## config.mk

```make
export PLATFORM = sky130hd
export DESIGN_NAME = dac_condition
export DESIGN_NICKNAME = d
export VERILOG_FILES = /design/src/rtl/dac_condition_pkg.sv /design/src/rtl/dac_gain_stage.sv /design/src/rtl/dac_bias_stage.sv /design/src/rtl/dac_format_stage.sv /design/src/rtl/dac_condition.sv
export SDC_FILE = /design/constraint.sdc
export NUM_CORES = 1
export LEC_CHECK = 0
export ABC_AREA = 1
export BUFFER_PORTS_ARGS = -buffer_cell sky130_fd_sc_hd__buf_2
export CORE_MARGIN = 2
export CORE_UTILIZATION = 40
export CTS_CLUSTER_SIZE = 24
export DETAILED_ROUTE_END_ITERATION = 7
export PLACE_DENSITY = 0.61
export REMOVE_ABC_BUFFERS = 1
export SLEW_MARGIN = 15
export SYNTH_ARGS = -nofsm -noshare
export SYNTH_HDL_FRONTEND = slang
export SYNTH_SLANG_ARGS = --single-unit
```

## constraint.sdc

```tcl
create_clock -name clk -period 3.4 [get_ports clk]
set_input_delay 0.68 -clock clk [delete_from_list [all_inputs] [get_ports clk]]
set_output_delay 0.68 -clock clk [all_outputs]
set_load 0.05 [all_outputs]
```

## src/rtl/dac_condition_pkg.sv

```systemverilog
package dac_condition_pkg;

    typedef enum logic [0:0] {
        ST_IDLE = 1'b0,
        ST_RUN  = 1'b1
    } run_state_t;

endpackage

```

## src/rtl/dac_gain_stage.sv

```systemverilog
module dac_gain_stage #(
    parameter int SW = 14,
    parameter int AF = 16
) (
    input  logic                 clk,
    input  logic                 rst_n,
    input  logic [SW-1:0]        smp,
    input  logic                 vld_in,
    input  logic [AF:0]          gain,
    output logic signed [SW-1:0] scaled,
    output logic                 vld_out
);
    localparam int PW = SW + AF + 2;
    localparam logic [AF:0] UNITY = (AF+1)'(1) << AF;
    localparam logic signed [PW-1:0] HALF = PW'(1) << (AF - 1);

    logic [AF:0]          gain_eff;
    logic signed [PW-1:0] a_ext;
    logic signed [PW-1:0] b_ext;
    logic signed [PW-1:0] prod;
    logic signed [PW-1:0] rnd;

    always_comb begin
        gain_eff = (gain > UNITY) ? UNITY : gain;
        a_ext    = PW'($signed(smp));
        b_ext    = $signed(PW'(gain_eff));
        prod     = a_ext * b_ext;
        rnd      = (prod + HALF) >>> AF;
    end

    always_ff @(posedge clk or negedge rst_n) begin
        if (!rst_n) begin
            scaled  <= '0;
            vld_out <= 1'b0;
        end else begin
            scaled  <= rnd[SW-1:0];
            vld_out <= vld_in;
        end
    end
endmodule

```

## src/rtl/dac_bias_stage.sv

```systemverilog
module dac_bias_stage #(
    parameter int SW = 14
) (
    input  logic                 clk,
    input  logic                 rst_n,
    input  logic signed [SW-1:0] val_in,
    input  logic                 vld_in,
    input  logic [SW-1:0]        bias,
    output logic signed [SW-1:0] val_out,
    output logic                 vld_out
);
    localparam logic signed [SW:0] HI = (SW+1)'((1 << (SW - 1)) - 1);
    localparam logic signed [SW:0] LO = -((SW+1)'(1) << (SW - 1));

    logic signed [SW:0]   sum;
    logic signed [SW-1:0] clamped;

    always_comb begin
        sum = $signed({val_in[SW-1], val_in}) + $signed({bias[SW-1], bias});
        if (sum > HI)
            clamped = HI[SW-1:0];
        else if (sum < LO)
            clamped = LO[SW-1:0];
        else
            clamped = sum[SW-1:0];
    end

    always_ff @(posedge clk or negedge rst_n) begin
        if (!rst_n) begin
            val_out <= '0;
            vld_out <= 1'b0;
        end else begin
            val_out <= clamped;
            vld_out <= vld_in;
        end
    end
endmodule

```

## src/rtl/dac_format_stage.sv

```systemverilog
module dac_format_stage #(
    parameter int SW = 14,
    parameter int NW = 12
) (
    input  logic signed [SW-1:0] val,
    input  logic                 narrow_en,
    input  logic                 invert_en,
    input  logic                 twos_en,
    output logic [SW-1:0]        code
);
    localparam int SH = SW - NW;
    localparam logic signed [SW-1:0] W_MAX = SW'((1 << (SW - 1)) - 1);
    localparam logic signed [SW-1:0] W_MIN = -(SW'(1) << (SW - 1));

    logic signed [SW-1:0] wide_v;
    logic [SW-1:0]        narrow_word;
    logic [SW-1:0]        tc_word;

    always_comb begin
        if (invert_en)
            wide_v = (val == W_MIN) ? W_MAX : -val;
        else
            wide_v = val;
    end

    generate
        if (SH > 0) begin : g_narrow
            localparam logic signed [NW-1:0] N_MAX = NW'((1 << (NW - 1)) - 1);
            localparam logic signed [NW-1:0] N_MIN = -(NW'(1) << (NW - 1));
            localparam logic signed [SW:0]   N_MAX_X = (SW+1)'((1 << (NW - 1)) - 1);
            localparam logic signed [SW:0]   RHALF = (SW+1)'(1) << (SH - 1);
            logic signed [SW:0]   rnd;
            logic signed [NW-1:0] lim;
            logic signed [NW-1:0] pol;
            always_comb begin
                rnd = ($signed({val[SW-1], val}) + RHALF) >>> SH;
                lim = (rnd > N_MAX_X) ? N_MAX : rnd[NW-1:0];
                if (invert_en)
                    pol = (lim == N_MIN) ? N_MAX : -lim;
                else
                    pol = lim;
                narrow_word = {pol, {SH{1'b0}}};
            end
        end else begin : g_no_narrow
            always_comb narrow_word = wide_v;
        end
    endgenerate

    always_comb begin
        tc_word = narrow_en ? narrow_word : wide_v;
        code    = twos_en ? tc_word : {~tc_word[SW-1], tc_word[SW-2:0]};
    end
endmodule

```

## src/rtl/dac_condition.sv

```systemverilog
module dac_condition
    import dac_condition_pkg::*;
#(
    parameter int SAMPLE_W = 14,
    parameter int GAIN_FRAC = 16,
    parameter int NARROW_W = 12
) (
    input  logic                  clk,
    input  logic                  rst_n,
    input  logic [SAMPLE_W-1:0]   in_sample,
    input  logic                  in_valid,
    input  logic [GAIN_FRAC:0]    gain,
    input  logic [SAMPLE_W-1:0]   dc_bias,
    input  logic                  narrow_en,
    input  logic                  twos_en,
    input  logic                  invert_en,
    input  logic                  enable,
    output logic [SAMPLE_W-1:0]   dac_data,
    output logic                  dac_valid
);
    localparam logic [SAMPLE_W-1:0] MID_OB = SAMPLE_W'(1) << (SAMPLE_W - 1);
    localparam logic [SAMPLE_W-1:0] MID_TC = '0;

    logic signed [SAMPLE_W-1:0] scaled;
    logic                       vld_s1;
    logic signed [SAMPLE_W-1:0] biased;
    logic                       vld_s2;
    logic [SAMPLE_W-1:0]        code_c;

    logic [SAMPLE_W-1:0] code_q;
    logic                vld_q;
    logic                twos_q;
    run_state_t          state_q;
    run_state_t          state_next;

    dac_gain_stage #(.SW(SAMPLE_W), .AF(GAIN_FRAC)) u_gain (
        .clk     (clk),
        .rst_n   (rst_n),
        .smp     (in_sample),
        .vld_in  (in_valid),
        .gain    (gain),
        .scaled  (scaled),
        .vld_out (vld_s1)
    );

    dac_bias_stage #(.SW(SAMPLE_W)) u_bias (
        .clk     (clk),
        .rst_n   (rst_n),
        .val_in  (scaled),
        .vld_in  (vld_s1),
        .bias    (dc_bias),
        .val_out (biased),
        .vld_out (vld_s2)
    );

    dac_format_stage #(.SW(SAMPLE_W), .NW(NARROW_W)) u_fmt (
        .val       (biased),
        .narrow_en (narrow_en),
        .invert_en (invert_en),
        .twos_en   (twos_en),
        .code      (code_c)
    );

    // Next-state selection: IDLE -> RUN on enable, RUN -> IDLE on !enable
    always_comb begin
        unique case (state_q)
            ST_IDLE: state_next = enable ? ST_RUN : ST_IDLE;
            ST_RUN:  state_next = enable ? ST_RUN : ST_IDLE;
            default: state_next = ST_IDLE;
        endcase
    end

    // State register with the formatted word it qualifies
    always_ff @(posedge clk or negedge rst_n) begin
        if (!rst_n) begin
            state_q <= ST_IDLE;
            code_q  <= MID_OB;
            vld_q   <= 1'b0;
            twos_q  <= 1'b0;
        end else begin
            state_q <= state_next;
            code_q  <= code_c;
            vld_q   <= vld_s2;
            twos_q  <= twos_en;
        end
    end

    // Output decode per state
    always_comb begin
        unique case (state_q)
            ST_RUN: begin
                dac_data  = code_q;
                dac_valid = vld_q;
            end
            default: begin
                dac_data  = twos_q ? MID_TC : MID_OB;
                dac_valid = 1'b0;
            end
        endcase
    end
endmodule

```

==> results summary, run 1 <==
The run finished, with violations left. The final reports fail on setup timing. The maximum operating frequency is 159 MHz. The share of the clock period used by the worst path after layout is 185%.

At the end of the flow the core is filled with cells to 54.0%. The worst hold slack after final layout came out at 0.349 ns. The endpoint identified for the worst register-to-register timing path is code_q[13]. For the final database, setup skew stands at 0.00943 ns. The detailed-route vias per instance is around 4.8. The clock latency at the later pin of the worst-skew pair is 0.29 ns. On the critical path, the stage with the largest delay is an instance of fa_1. The area share of the leading cell type in the synthesized netlist came out at a little under a third. Setup repair after global routing could not meet its margin everywhere. The final max-slew violation count is 0.

In the synthesized netlist, the number of instances is around 1500. The critical path's top delay family is adder cells. The clock net in this run drives a total of 47 sinks. By instance count, the leading cell after synthesis is inv_1. The repair_antennas step left the layout with diodes totalling 0. The via total after detailed routing is 10200. The flop-to-flop setup slack came out at 0.56 ns.

The flop and latch count out of synthesis came out at 47. The core region area came out at 27700 um2. The combined global-route utilization of all metal layers is 21.4%. The clock period minus worst slack is 6.30 ns. The number of buffers added to fix hold violations after cts came out at 0.

The number of cells after detailed placement is 2094. The startpoint identified for the worst hold timing path is u_bias.vld_out. The final non-filler cell total came out at 2137.

The cell area after placement came out at 13400 um2. The count of nets left with antenna violations once routing finished came out at 0. The worst slew margin relative to its limit is 59.4%. The cell repeated most along the worst path is fa_1. By area the synthesized netlist is led by fa_1 (32%), ha_1 (13%), inv_1 (12%), dfrtp_1 (10%), nand2_1 (9.3%). The first-pass GRT wire length came out at 49900 um.

The height of the die came out at between 150 and 200 um. The worst hold path terminates at vld_q. The finished cells cover 15000 um2. During placement, the flow inserted port buffers numbering 66. The pre-CTS setup slack is -3.56 ns. The kind of critical path is input port to flop. The die covers 29400 um2. The detailed-route DRC error count came out at 0. The worst setup margin is -2.90 ns. The count of cell types in the netlist is 48. In this run the worst path has a maximum fanout of 6.

The worst endpoint required time is 3.57 ns. The type of element capturing the critical path is a flop. At the end of routability-driven placement, the weighted congestion stood at around 0.95. The count of routing violations after the opening detailed-route iteration came out at 600. Ranked by instance count, the synthesized netlist is headed by inv_1 (348), nand2_1 (279), nor2_1 (212), fa_1 (178), ha_1 (118). TritonCTS built the clock tree. The top cell type by total area after synthesis is fa_1. The count of flip-flops with a built-in enable after synthesis came out at 0.

After synthesis, the share of flip-flops with an asynchronous set or reset is 100%. The tree is rooted in a clkbuf_16. In this run the critical register-to-register path is launched from u_bias.val_out[1]. The number of max-cap violations came out at 0.

The ratio of cells with drive above 1 in the final layout came out at a little under a third. The buffers plus inverters on the worst setup path is 10. The launching element type of the critical path is an input port.

The count of warnings emitted by yosys is 0. The detailed placer's ending HPWL came out at 26200 um. In this run the core area contains roughly 60 standard-cell rows.

The total iterations of the first detailed-routing run came out at 5. The number of buffers inserted during clock tree synthesis is 5. For the pin with the worst max-slew slack, the measured transition is 0.608 ns. The final layout contains routed wiring with a total length of 31500 um. The routed length per instance came out at 14.7 um. The maximum clock path buffer count is 2. The largest vdd supply drop came out at 664 uV. The tightest min-delay check is of the flop to flop type. The count of cells along the worst register-to-register path came out at 19. The final-stage net count is approximately 2100. The total power per unit cell area is 903 nW/um2.

The leakage power figure came out at around 8 nW. The cell area after synthesis came out at 11200 um2. The starting density of the core came out at 40.5%.

The arrival time of the worst setup path is approximately 6.5 ns. The longest individual stage delay on the worst path came out at 0.54 ns. The number of endpoints with negative hold slack in the final report came out at 0. In the synthesized netlist the dominant register cell turns out to be dfrtp_1. The number of global-route vias before repair was 10500. Global routing finished with a remaining overflow of 0. The largest net degree at the start of global routing is 48.

Setup violations remaining at the end of the flow were counted as 14. Measured along the x axis, the die boundary spans 172 um. The boundary pin count is 67. The H-tree was split into 2 levels. The depth of the worst hold-timing path came out at 0.

The mean instance size in the synthesized netlist is roughly 7.6 um2. The sequential fraction of the synthesis area is 10.5%. For the final routed database, the setup TNS stands at -39.40 ns. From synthesis to final layout, the design area changed by 33.3%. The most critical setup path has its startpoint at gain[0]. The initial antenna violation count is 0. The overall power of the completed layout is 13.5 mW. The clock-pin transition on the worst setup and hold timing paths is about 0.07 ns.
## logic make-up after synthesis
family / count (synthesis) / share of synthesized area, %
compound gates: 117 / 5.83
xor+xnor: 47 / 3.87
fa+ha+maj: 296 / 44.9
buf+inv: 383 / 13.1
flops: 47 / 10.5
simple gates: 583 / 21.9
## worst register-to-register path, delay by kind of cell (launching register included)
| family | cells | cell delay (ns) |
|---|---|---|
| buffers and inverters | 3 | 0.19 |
| AO/OA/AOI/OAI | 1 | 0.14 |
| AND/OR/NAND/NOR | 13 | 1.57 |
| adder cells (fa/ha/maj) | 2 | 0.45 |
| flip-flops | 1 | 0.43 |
## routing by layer
| metal | vias up | GRT usage [%] | wire length, um |
|---|---|---|---|
| li1 | 4966 | - | - |
| met1 | 4948 | 25.9 | 13200 |
| met2 | 212 | 40.1 | 16300 |
| met3 | 72 | 1.61 | 915 |
| met4 | 0 | 6.96 | 1080 |
| met5 | - | 0 | 0 |
## how the worst max path moves through the flow
stage / endpoint / slack [ns] / cells after the start
after floorplan: u_gain.scaled[13] / -3.01 / 27
after global placement: u_gain.scaled[12] / -3.58 / 31
after global routing: u_gain.scaled[13] / -3.17 / 29
final: u_gain.scaled[9] / -2.90 / 31
after CTS: u_gain.scaled[13] / -2.74 / 29
after detailed placement: u_gain.scaled[12] / -3.56 / 31
## flip-flops by register name (all words and copies together) (netlist names)
| register | cells |
|---|---|
| vld_q | 1 |
| u_gain.vld_out | 1 |
| u_bias.val_out | 14 |
| twos_q | 1 |
| state_q | 1 |
| u_bias.vld_out | 1 |
| u_gain.scaled | 14 |
| code_q | 14 |
## timing repair
action                     CTS  global route
resized for setup          206           102
gates cloned                 1             0
pin swaps                  125            79
setup endpoints to repair   14            14
setup buffers               24            15
## area by class of cell
| cell class | instances | area [um2] |
|---|---|---|
| Clock inverter | 1 | 7.51 |
| Timing Repair Buffer | 307 | 2310 |
| Timing Repair inverter | 1 | 7.51 |
| Clock buffer | 5 | 125 |
| Multi-Input combinational cell | 1043 | 9500 |
| Fill cell | 2541 | 12700 |
| Tap cell | 378 | 473 |
| Sequential cell | 47 | 1180 |
| Inverter | 355 | 1360 |
## power by group
part / internal [mW] / switching (mW)
combinational: 5.47 / 6.53
sequential: 0.870 / 0.185
clock: 0.264 / 0.197
total: 6.61 / 6.91
## cells in the final DEF (no fill, tap or decap), types with 4 or more instances in the layout
master and n:
a21oi_1 33, a21oi_2 15, a31oi_1 6, buf_2 59
buf_4 210, buf_6 37, clkbuf_16 5, clkinvlp_4 5
dfrtp_1 46, fa_1 161, fa_2 17, ha_1 102
ha_4 16, inv_1 307, inv_2 36, inv_4 4
nand2_1 245, nand2_2 31, nand2_4 17, nand3_1 30
nand3_2 6, nand4_1 11, nor2_1 164, nor2_2 27
nor2_4 28, nor3_1 7, nor3_2 4, o21ai_0 20
o21ai_1 10, o21ai_2 6, or2_2 4, xnor2_1 12
xor2_1 32
Power figures use the tool's default switching activity.
==> run 2: changes to the inputs <==
- ABC_AREA: 1 -> not set
- CORE_UTILIZATION: 40 -> 61
- PLACE_DENSITY: 0.61 -> 0.85
==> run 2 against run 1 <==
Compared with the run above: the flow still finishes with violations (setup timing); combinational power shrank 29%; hold slack is essentially flat; highest routed layer unchanged; largest cell class unchanged; flip-flop and latch count is the same; via count grew 0.51%; largest power group unchanged; critical path type unchanged; first-iteration DRC count grew 97%; final cell count shrank 23%; critical endpoint is now u_gain.scaled[12].
==> results summary, run 2 <==
The count of filler cells inserted in the layout is 1084 (was 2541). The ratio of cells with drive above 1 in the final layout came out at 25.8% (was 31.7%). The count of warnings emitted by yosys came out at 0 (unchanged).

The boundary pin count is 67 (unchanged). The root buffer cell is clkbuf_16 (unchanged). The height of the die came out at 139 um (was 172 um). The share of synthesized flip-flops with an asynchronous set or reset is 100% (unchanged).

The most frequent cell after synthesis is inv_1 (unchanged). Commonest cells after routing, fill and taps aside: inv_1 (201), fa_1 (167), buf_4 (132) (was inv_1 (307), nand2_1 (245), buf_4 (210)). The TritonCTS clock tree is done (unchanged).

The count of final setup violators is 14 (unchanged). The arrival time of the worst setup path is 7.23 ns (was 6.47 ns). The total iterations of the first detailed-routing run is 6 (was 5). The die footprint is 19400 um2 (was 29400 um2). The number of global-route vias before repair came out at 10600 (was 10500). The routability congestion estimate from global placement is 0.994 (was 0.950).

The standard cell with the maximum stage delay on the critical path is fa_1 (unchanged). The number of core rows is 49 (was 61). The flop and latch count out of synthesis was 47 (unchanged).

The mean instance size in the synthesized netlist was 8.94 um2 (was 7.62 um2). The starting density of the core came out at 62.0% (was 40.5%). The instance count of the mapped netlist was 1246 (was 1473). The total power per unit cell area came out at 743 nW/um2 (was 903 nW/um2). The cell area after placement came out at 12400 um2 (was 13400 um2). The combined global-route utilization of all metal layers came out at 35.2% (was 21.4%).

The number of max-cap violations is 0 (unchanged). The sequential fraction of the synthesis area is 10.6% (was 10.5%). The remaining global-route overflow was 0 (unchanged). The worst slew margin relative to its limit came out at 31.4% (was 59.4%). The kind of critical path is input port to flop (unchanged). The total clock sinks was 47 (unchanged). The largest net degree at the start of global routing came out at 48 (unchanged). The share of the clock period used by the worst path after layout is 207% (was 185%). The overall power of the completed layout is 10.2 mW (was 13.5 mW). The number of cells after detailed placement is 1600 (was 2094). The predominant post-synthesis flop cell is dfrtp_1 (unchanged). Biggest area contributors in the synthesized netlist: fa_1 (32%), ha_1 (13%), dfrtp_1 (10%), inv_1 (7.5%), and3_1 (6.3%) (was fa_1 (32%), ha_1 (13%), inv_1 (12%), dfrtp_1 (10%), nand2_1 (9.3%)). The layout overhead on the synthesized area came out at 22.9% (was 33.3%). The slew at the pin with the worst max-slew slack is 1.03 ns (was 0.608 ns).

The type of element capturing the critical path is a flop (unchanged). The largest fanout on the critical path is 10 (was 6). The cell area after synthesis came to 11100 um2 (was 11200 um2). The combinational share of power came out at 83.6% (was 88.8%). The detailed placer's ending HPWL is 22800 um (was 26200 um). The number of buffer cells added on primary ports is 66 (unchanged). The final-stage net count was 1767 (was 2108). The number of diodes is 0 (unchanged). The maximum clock path buffer count was 2 (unchanged). The total wire length came out at 34900 um (was 31500 um). The leakage power figure is 7.21 nW (was 8.02 nW). The worst endpoint required time came to 3.58 ns (was 3.57 ns). The detailed-route vias per instance came out at 6.22 (was 4.77). The count of routing violations after the opening detailed-route iteration came out at 1184 (was 600). The clock period minus worst slack was 7.04 ns (was 6.30 ns). The worst setup margin is -3.64 ns (was -2.90 ns). The routed length per instance is 21.2 um (was 14.7 um). The clock network fraction of total power is 5.2% (was 3.4%). The count of flip-flops with a built-in enable after synthesis came to 0 (unchanged).

Violations in the final reports: setup timing (unchanged). The net switching power of the design is 5.01 mW (was 6.91 mW). Largest registers in the final layout: code_q: 14 flops, u_bias.val_out: 14 flops, u_gain.scaled: 14 flops (unchanged).

The critical path's top delay family was adder cells (unchanged). The CTS H-tree depth came out at 2 (unchanged). The number of buffers inserted during clock tree synthesis came out at 5 (unchanged). The final non-filler cell total came out at 1649 (was 2137). The via total after detailed routing came to 10300 (was 10200). The most common library cell in the layout ignoring fill and taps is inv_1 (unchanged). The sequential fraction of design power came to 11.2% (was 7.8%). The cell repeated most along the worst path is fa_1 (unchanged).

Unrepaired setup endpoints after global routing: true (unchanged). The final max-slew violation count is 0 (unchanged). The clock skew after layout came out at 0.00697 ns (was 0.00943 ns). The largest vdd supply drop is 680 uV (was 664 uV). The core region area came out at 18000 um2 (was 27700 um2). The post-layout instance area came out at 13700 um2 (was 15000 um2).

The switching share of total power came out at 49.3% (was 51.1%). The internal power contribution is 5.16 mW (was 6.61 mW). The maximum operating frequency was 142 MHz (was 159 MHz). The number of endpoints with negative hold slack in the final report was 0 (unchanged). The initial antenna violation count came out at 1 (was 0).

The clock latency at the later pin of the worst-skew pair is 0.29 ns (about the same). The detailed-route DRC error count is 0 (unchanged). The worst min-delay path class is flop to flop (unchanged). The overall die width is 139 um (was 172 um).

The longest individual stage delay on the worst path came out at 0.58 ns (was 0.54 ns). The count of nets left with antenna violations after detail routing was 0 (unchanged). Run status: complete, but fails checks (unchanged).

The count of cell types in the netlist came out at 79 (was 48). The area share of the leading cell type in the synthesized netlist came out at 32.0% (was 31.7%). The buffers plus inverters on the worst setup path was 9 (was 10). The top cell type by total area after synthesis is fa_1 (unchanged). Most instantiated cells after synthesis: inv_1 (223), fa_1 (178), nand2_1 (127), ha_1 (118), and3_1 (113) (was inv_1 (348), nand2_1 (279), nor2_1 (212), fa_1 (178), ha_1 (118)). The launching element type of the critical path is an input port (unchanged). The clock-pin transition on the worst setup and hold timing paths came out at 0.07 ns (about the same). The first-pass GRT wire length came out at 54000 um (was 49900 um).
==> run 2: cell types whose count changed after synthesis, sizes merged, moves of 24 or more <==
cell	previous run	this run
nand2	293	127
clkbuf	17	45
a21oi	51	27
and3	0	114
and2	0	54
nor2	219	28
inv	349	223
==> run 2: repair_timing <==
action / CTS / global route
gates resized for setup: 139 / 50
hold buffers: 0 / 0
cloned: 10 / 0
endpoints found under the hold margin: 0 / 0
setup endpoints to repair: 14 / 25
buffers inserted: 14 / 19
pin swaps: 100 / 69
==> run 2: kinds of logic (layout without fill, tap and decap cells) <==
| kind of cell | Yosys count | count (layout) | share of synthesized area, % |
|---|---|---|---|
| AOI/OAI and AO/OA | 140 | 140 | 8.85 |
| buffers and inverters | 280 | 451 | 9.77 |
| xor gates and xnor gates | 52 | 52 | 4.09 |
| muxes | 7 | 7 | 0.685 |
| adders and majority gates | 296 | 296 | 45.3 |
| DFF | 47 | 47 | 10.6 |
| and+or+nand+nor | 424 | 427 | 20.8 |
==> run 2: power groups by stage <==
stage                     Combinational [mW]  Sequential [mW]  Clock [mW]
after global routing                    9.26             1.17       0.553
after global placement                  6.40             1.13           0
after floorplan                         4.63             1.07           0
after detailed placement                6.66             1.14           0
final                                   8.50             1.14       0.528
after CTS                               7.77             1.13       0.523
==> run 2: layout make-up <==
cell class | count | area (um2) | share of cell area, %
Multi-Input combinational cell | 922 | 9440 | 69.0
Timing Repair Buffer | 220 | 1790 | 13.1
Sequential cell | 47 | 1180 | 8.60
Inverter | 223 | 837 | 6.12
Tap cell | 229 | 287 | 2.09
Clock buffer | 8 | 156 | 1.14
==> run 2: final timing paths <==
kind	startpoint	endpoint	slack [ns]	cells after the start
hold / removal	u_gain.vld_out	u_bias.vld_out	0.35	0
min in group asynchronous	rst_n	u_gain.scaled[8]	0.55	1
setup / recovery	gain[0]	u_gain.scaled[12]	-3.64	27
max in group asynchronous	rst_n	code_q[11]	2.19	1
hold reg to reg	u_gain.vld_out	u_bias.vld_out	0.35	0
setup reg to reg	u_bias.val_out[1]	code_q[11]	0.20	10
==> run 2: per-layer routing <==
metal	part of all wire (%)	GRT usage (%)	up-vias
li1	-	-	4390
met1	34	41.5	4930
met2	48	58.7	659
met3	9.6	7.25	271
met4	9.0	23.0	0
met5	0	0	-
==> run 2: stage by stage <==
stage / hold slack (ns) / setup TNS, ns / utilization (%) / setup slack (ns)
after global routing: 0.350 / -52.40 / 76.2 / -3.90
after CTS: 0.349 / -40.13 / 74.7 / -3.01
after global placement: 0.332 / -48.44 / 68.9 / -3.62
after detailed placement: 0.336 / -51.41 / 68.9 / -3.84
final: 0.349 / -48.71 / 76.2 / -3.64
after floorplan: 0.331 / -58.61 / - / -4.42
==> run 3: changes to the inputs <==
- CORE_UTILIZATION: 61 -> 30
- PLACE_DENSITY: 0.85 -> 0.5
- SKIP_CTS_REPAIR_TIMING: not set -> 1
- SLEW_MARGIN: 15 -> 25
==> run 3 against run 2 <==
Compared with the run above: the flow still finishes with violations (setup timing); largest cell class unchanged; largest power group unchanged; first-iteration DRC count shrank 60%; clock power grew 22%; worst setup slack gained 0.57 ns; hold slack gained 0.0010 ns; final cell count grew 13%; count of clock-buffer cells in the layout shrank 2; flip-flop and latch count is the same; critical path type unchanged.
==> results summary, run 3 (synthesized netlist as in run 2, its figures left out) <==
The largest fanout on the critical path came out at 7 (was 10). The initial antenna violation count came out at 0 (was 1). Unrepaired setup endpoints after global routing: true (unchanged).

The cell repeated most along the worst path is fa_1 (unchanged). The detailed placer's ending HPWL is 25700 um (was 22800 um). Commonest cells after routing, fill and taps aside: inv_1 (209), fa_1 (172), buf_4 (126) (was inv_1 (201), fa_1 (167), buf_4 (132)). The detailed-route vias per instance is 4.87 (was 6.22). Run status: complete, but fails checks (unchanged). The layout overhead on the synthesized area came out at 22.0% (was 22.9%). The routability congestion estimate from global placement was 0.906 (was 0.994). The utilization after layout came out at 37.1% (was 76.2%). The buffers plus inverters on the worst setup path came out at 9 (unchanged).

The final-stage net count was 1750 (was 1767). The number of endpoints with negative hold slack in the final report was 0 (unchanged). The clock skew after layout was 0.00858 ns (was 0.00697 ns). The net switching power of the design is 4.39 mW (was 5.01 mW). The number of global-route vias before repair was 9295 (was 10600). The worst endpoint required time came out at 3.62 ns (was 3.58 ns). The worst min-delay path class is flop to flop (unchanged). The largest net degree at the start of global routing was 48 (unchanged). The combinational share of power is 80.8% (was 83.6%). The final max-slew violation count was 0 (unchanged). The longest individual stage delay on the worst path came out at 0.48 ns (was 0.58 ns).

The count of nets left with antenna violations after detail routing is 0 (unchanged). The clock network fraction of total power is 7.0% (was 5.2%). The detailed-route DRC error count came out at 0 (unchanged). The final-layout setup total negative slack is -40.43 ns (was -48.71 ns).

The TritonCTS clock tree is done (unchanged). The largest vdd supply drop is 395 uV (was 680 uV). Largest registers in the final layout: code_q: 14 flops, u_bias.val_out: 14 flops, u_gain.scaled: 14 flops (unchanged). The number of buffer cells added on primary ports came to 66 (unchanged).

The boundary pin count is 67 (unchanged). The most common library cell in the layout ignoring fill and taps is inv_1 (unchanged). The worst setup margin is -3.08 ns (was -3.64 ns).

The switching share of total power came out at 47.6% (was 49.3%). The root buffer cell is clkbuf_16 (unchanged). The number of diodes came out at 0 (unchanged). The routed length per instance was 16.4 um (was 21.2 um). The type of element capturing the critical path is a flop (unchanged). The count of final setup violators is 14 (unchanged). The number of core rows is 70 (was 49). The clock-pin transition on the worst setup and hold timing paths is 0.07 ns (about the same). The final non-filler cell total is 1871 (was 1649). The slew at the pin with the worst max-slew slack is 0.821 ns (was 1.03 ns). The number of buffers inserted during clock tree synthesis is 5 (unchanged). The die footprint is 38700 um2 (was 19400 um2). The pre-CTS setup slack came out at -4.22 ns (was -3.84 ns).

The overall power of the completed layout was 9.24 mW (was 10.2 mW). The share of the clock period used by the worst path after layout is 190% (was 207%). The core region area was 36600 um2 (was 18000 um2). The count of routing violations after the opening detailed-route iteration came to 473 (was 1184). The CTS H-tree depth was 2 (unchanged). The sequential fraction of design power is 12.2% (was 11.2%). The clock period minus worst slack came out at 6.48 ns (was 7.04 ns). The ratio of cells with drive above 1 in the final layout was 21.7% (was 25.8%). The number of max-cap violations is 0 (unchanged).

The total wire length is 30700 um (was 34900 um). The via total after detailed routing was 9104 (was 10300). The internal power contribution is 4.84 mW (was 5.16 mW). The standard cell with the maximum stage delay on the critical path is fa_2 (was fa_1).

The critical path's top delay family is adder cells (unchanged). The overall die width came out at 197 um (was 139 um). The clock latency at the later pin of the worst-skew pair is 0.29 ns (about the same). The maximum clock path buffer count came out at 2 (unchanged). The total clock sinks was 47 (unchanged). The number of cells after detailed placement came out at 1847 (was 1600). The worst slew margin relative to its limit is 45.2% (was 31.4%). The leakage power figure came to 7.03 nW (was 7.21 nW).

The total iterations of the first detailed-routing run is 5 (was 6). The launching element type of the critical path is an input port (unchanged). The height of the die was 197 um (was 139 um). The kind of critical path is input port to flop (unchanged). The remaining global-route overflow came to 0 (unchanged). The starting density of the core came out at 30.4% (was 62.0%). The maximum operating frequency is 154 MHz (was 142 MHz). Violations in the final reports: setup timing (unchanged).

The first-pass GRT wire length came out at 49000 um (was 54000 um). The total power per unit cell area came out at 680 nW/um2 (was 743 nW/um2). The arrival time of the worst setup path is 6.69 ns (was 7.23 ns). The combined global-route utilization of all metal layers is 15.9% (was 35.2%).
-- run 3: changes by cell type in the layout (fill, tap and decap cells not counted), moves of 4 or more --
| cell | delta |
|---|---|
| o21ai_1 | +4 |
| inv_2 | -8 |
| nand2_2 | -16 |
| fa_1 | +5 |
| a21oi_1 | +4 |
| o21ai_2 | -5 |
| inv_1 | +8 |
| nand2_1 | +17 |
| bufbuf_16 | -4 |
| fa_2 | -5 |
| buf_6 | -5 |
| buf_4 | -6 |
-- run 3: worst register-to-register path, delay by kind of cell (launching register included) --
family	cells	cell delay [ns]
compound gates	4	1.28
fa+ha+maj	2	0.54
flops	1	0.47
simple gates	4	0.61
-- run 3: path summary, 6_finish.rpt --
path | from | endpoint | slack [ns] | cells after the start
worst max-delay path | gain[2] | u_gain.scaled[11] | -3.08 | 27
worst min-delay path | u_bias.vld_out | vld_q | 0.35 | 0
min in group asynchronous | rst_n | code_q[4] | 0.39 | 1
worst min register to register | u_bias.vld_out | vld_q | 0.35 | 0
max in group asynchronous | rst_n | u_gain.scaled[7] | 2.59 | 1
worst max register to register | u_bias.val_out[1] | code_q[11] | 0.35 | 10
-- run 3: cell type report --
cell class	count	area (um2)
fill	3795	23000
multi-input combinational	920	9260
timing repair buffer	205	1540
sequential	47	1180
inverter	223	837
tap	468	586
clock buffer	6	129
clock inverter	2	60.1
-- run 3: power by group through the flow --
stage          Sequential (mW)  Clock [mW]  Combinational [mW]
2_1_floorplan             1.07           0                4.63
5_1_grt                   1.17       0.681                8.50
6_report                  1.13       0.645                7.46
3_5_place_dp              1.15           0                6.87
4_1_cts                   1.14       0.660                6.94
3_3_place_gp              1.15           0                6.82
-- run 3: stage by stage --
stage	hold WS (ns)	area, um2
CTS	0.351	12900
finish	0.350	13600
global placement	0.333	12700
global route	0.361	13600
floorplan	0.331	10900
detailed placement	0.335	12700
-- run 3: layer usage --
layer	vias up	global-route usage, %	share of wire, %
met5	-	0	0
li1	4337	-	-
met4	0	2.09	0.88
met2	152	28.0	51
met3	16	1.15	3.2
met1	4599	21.9	45
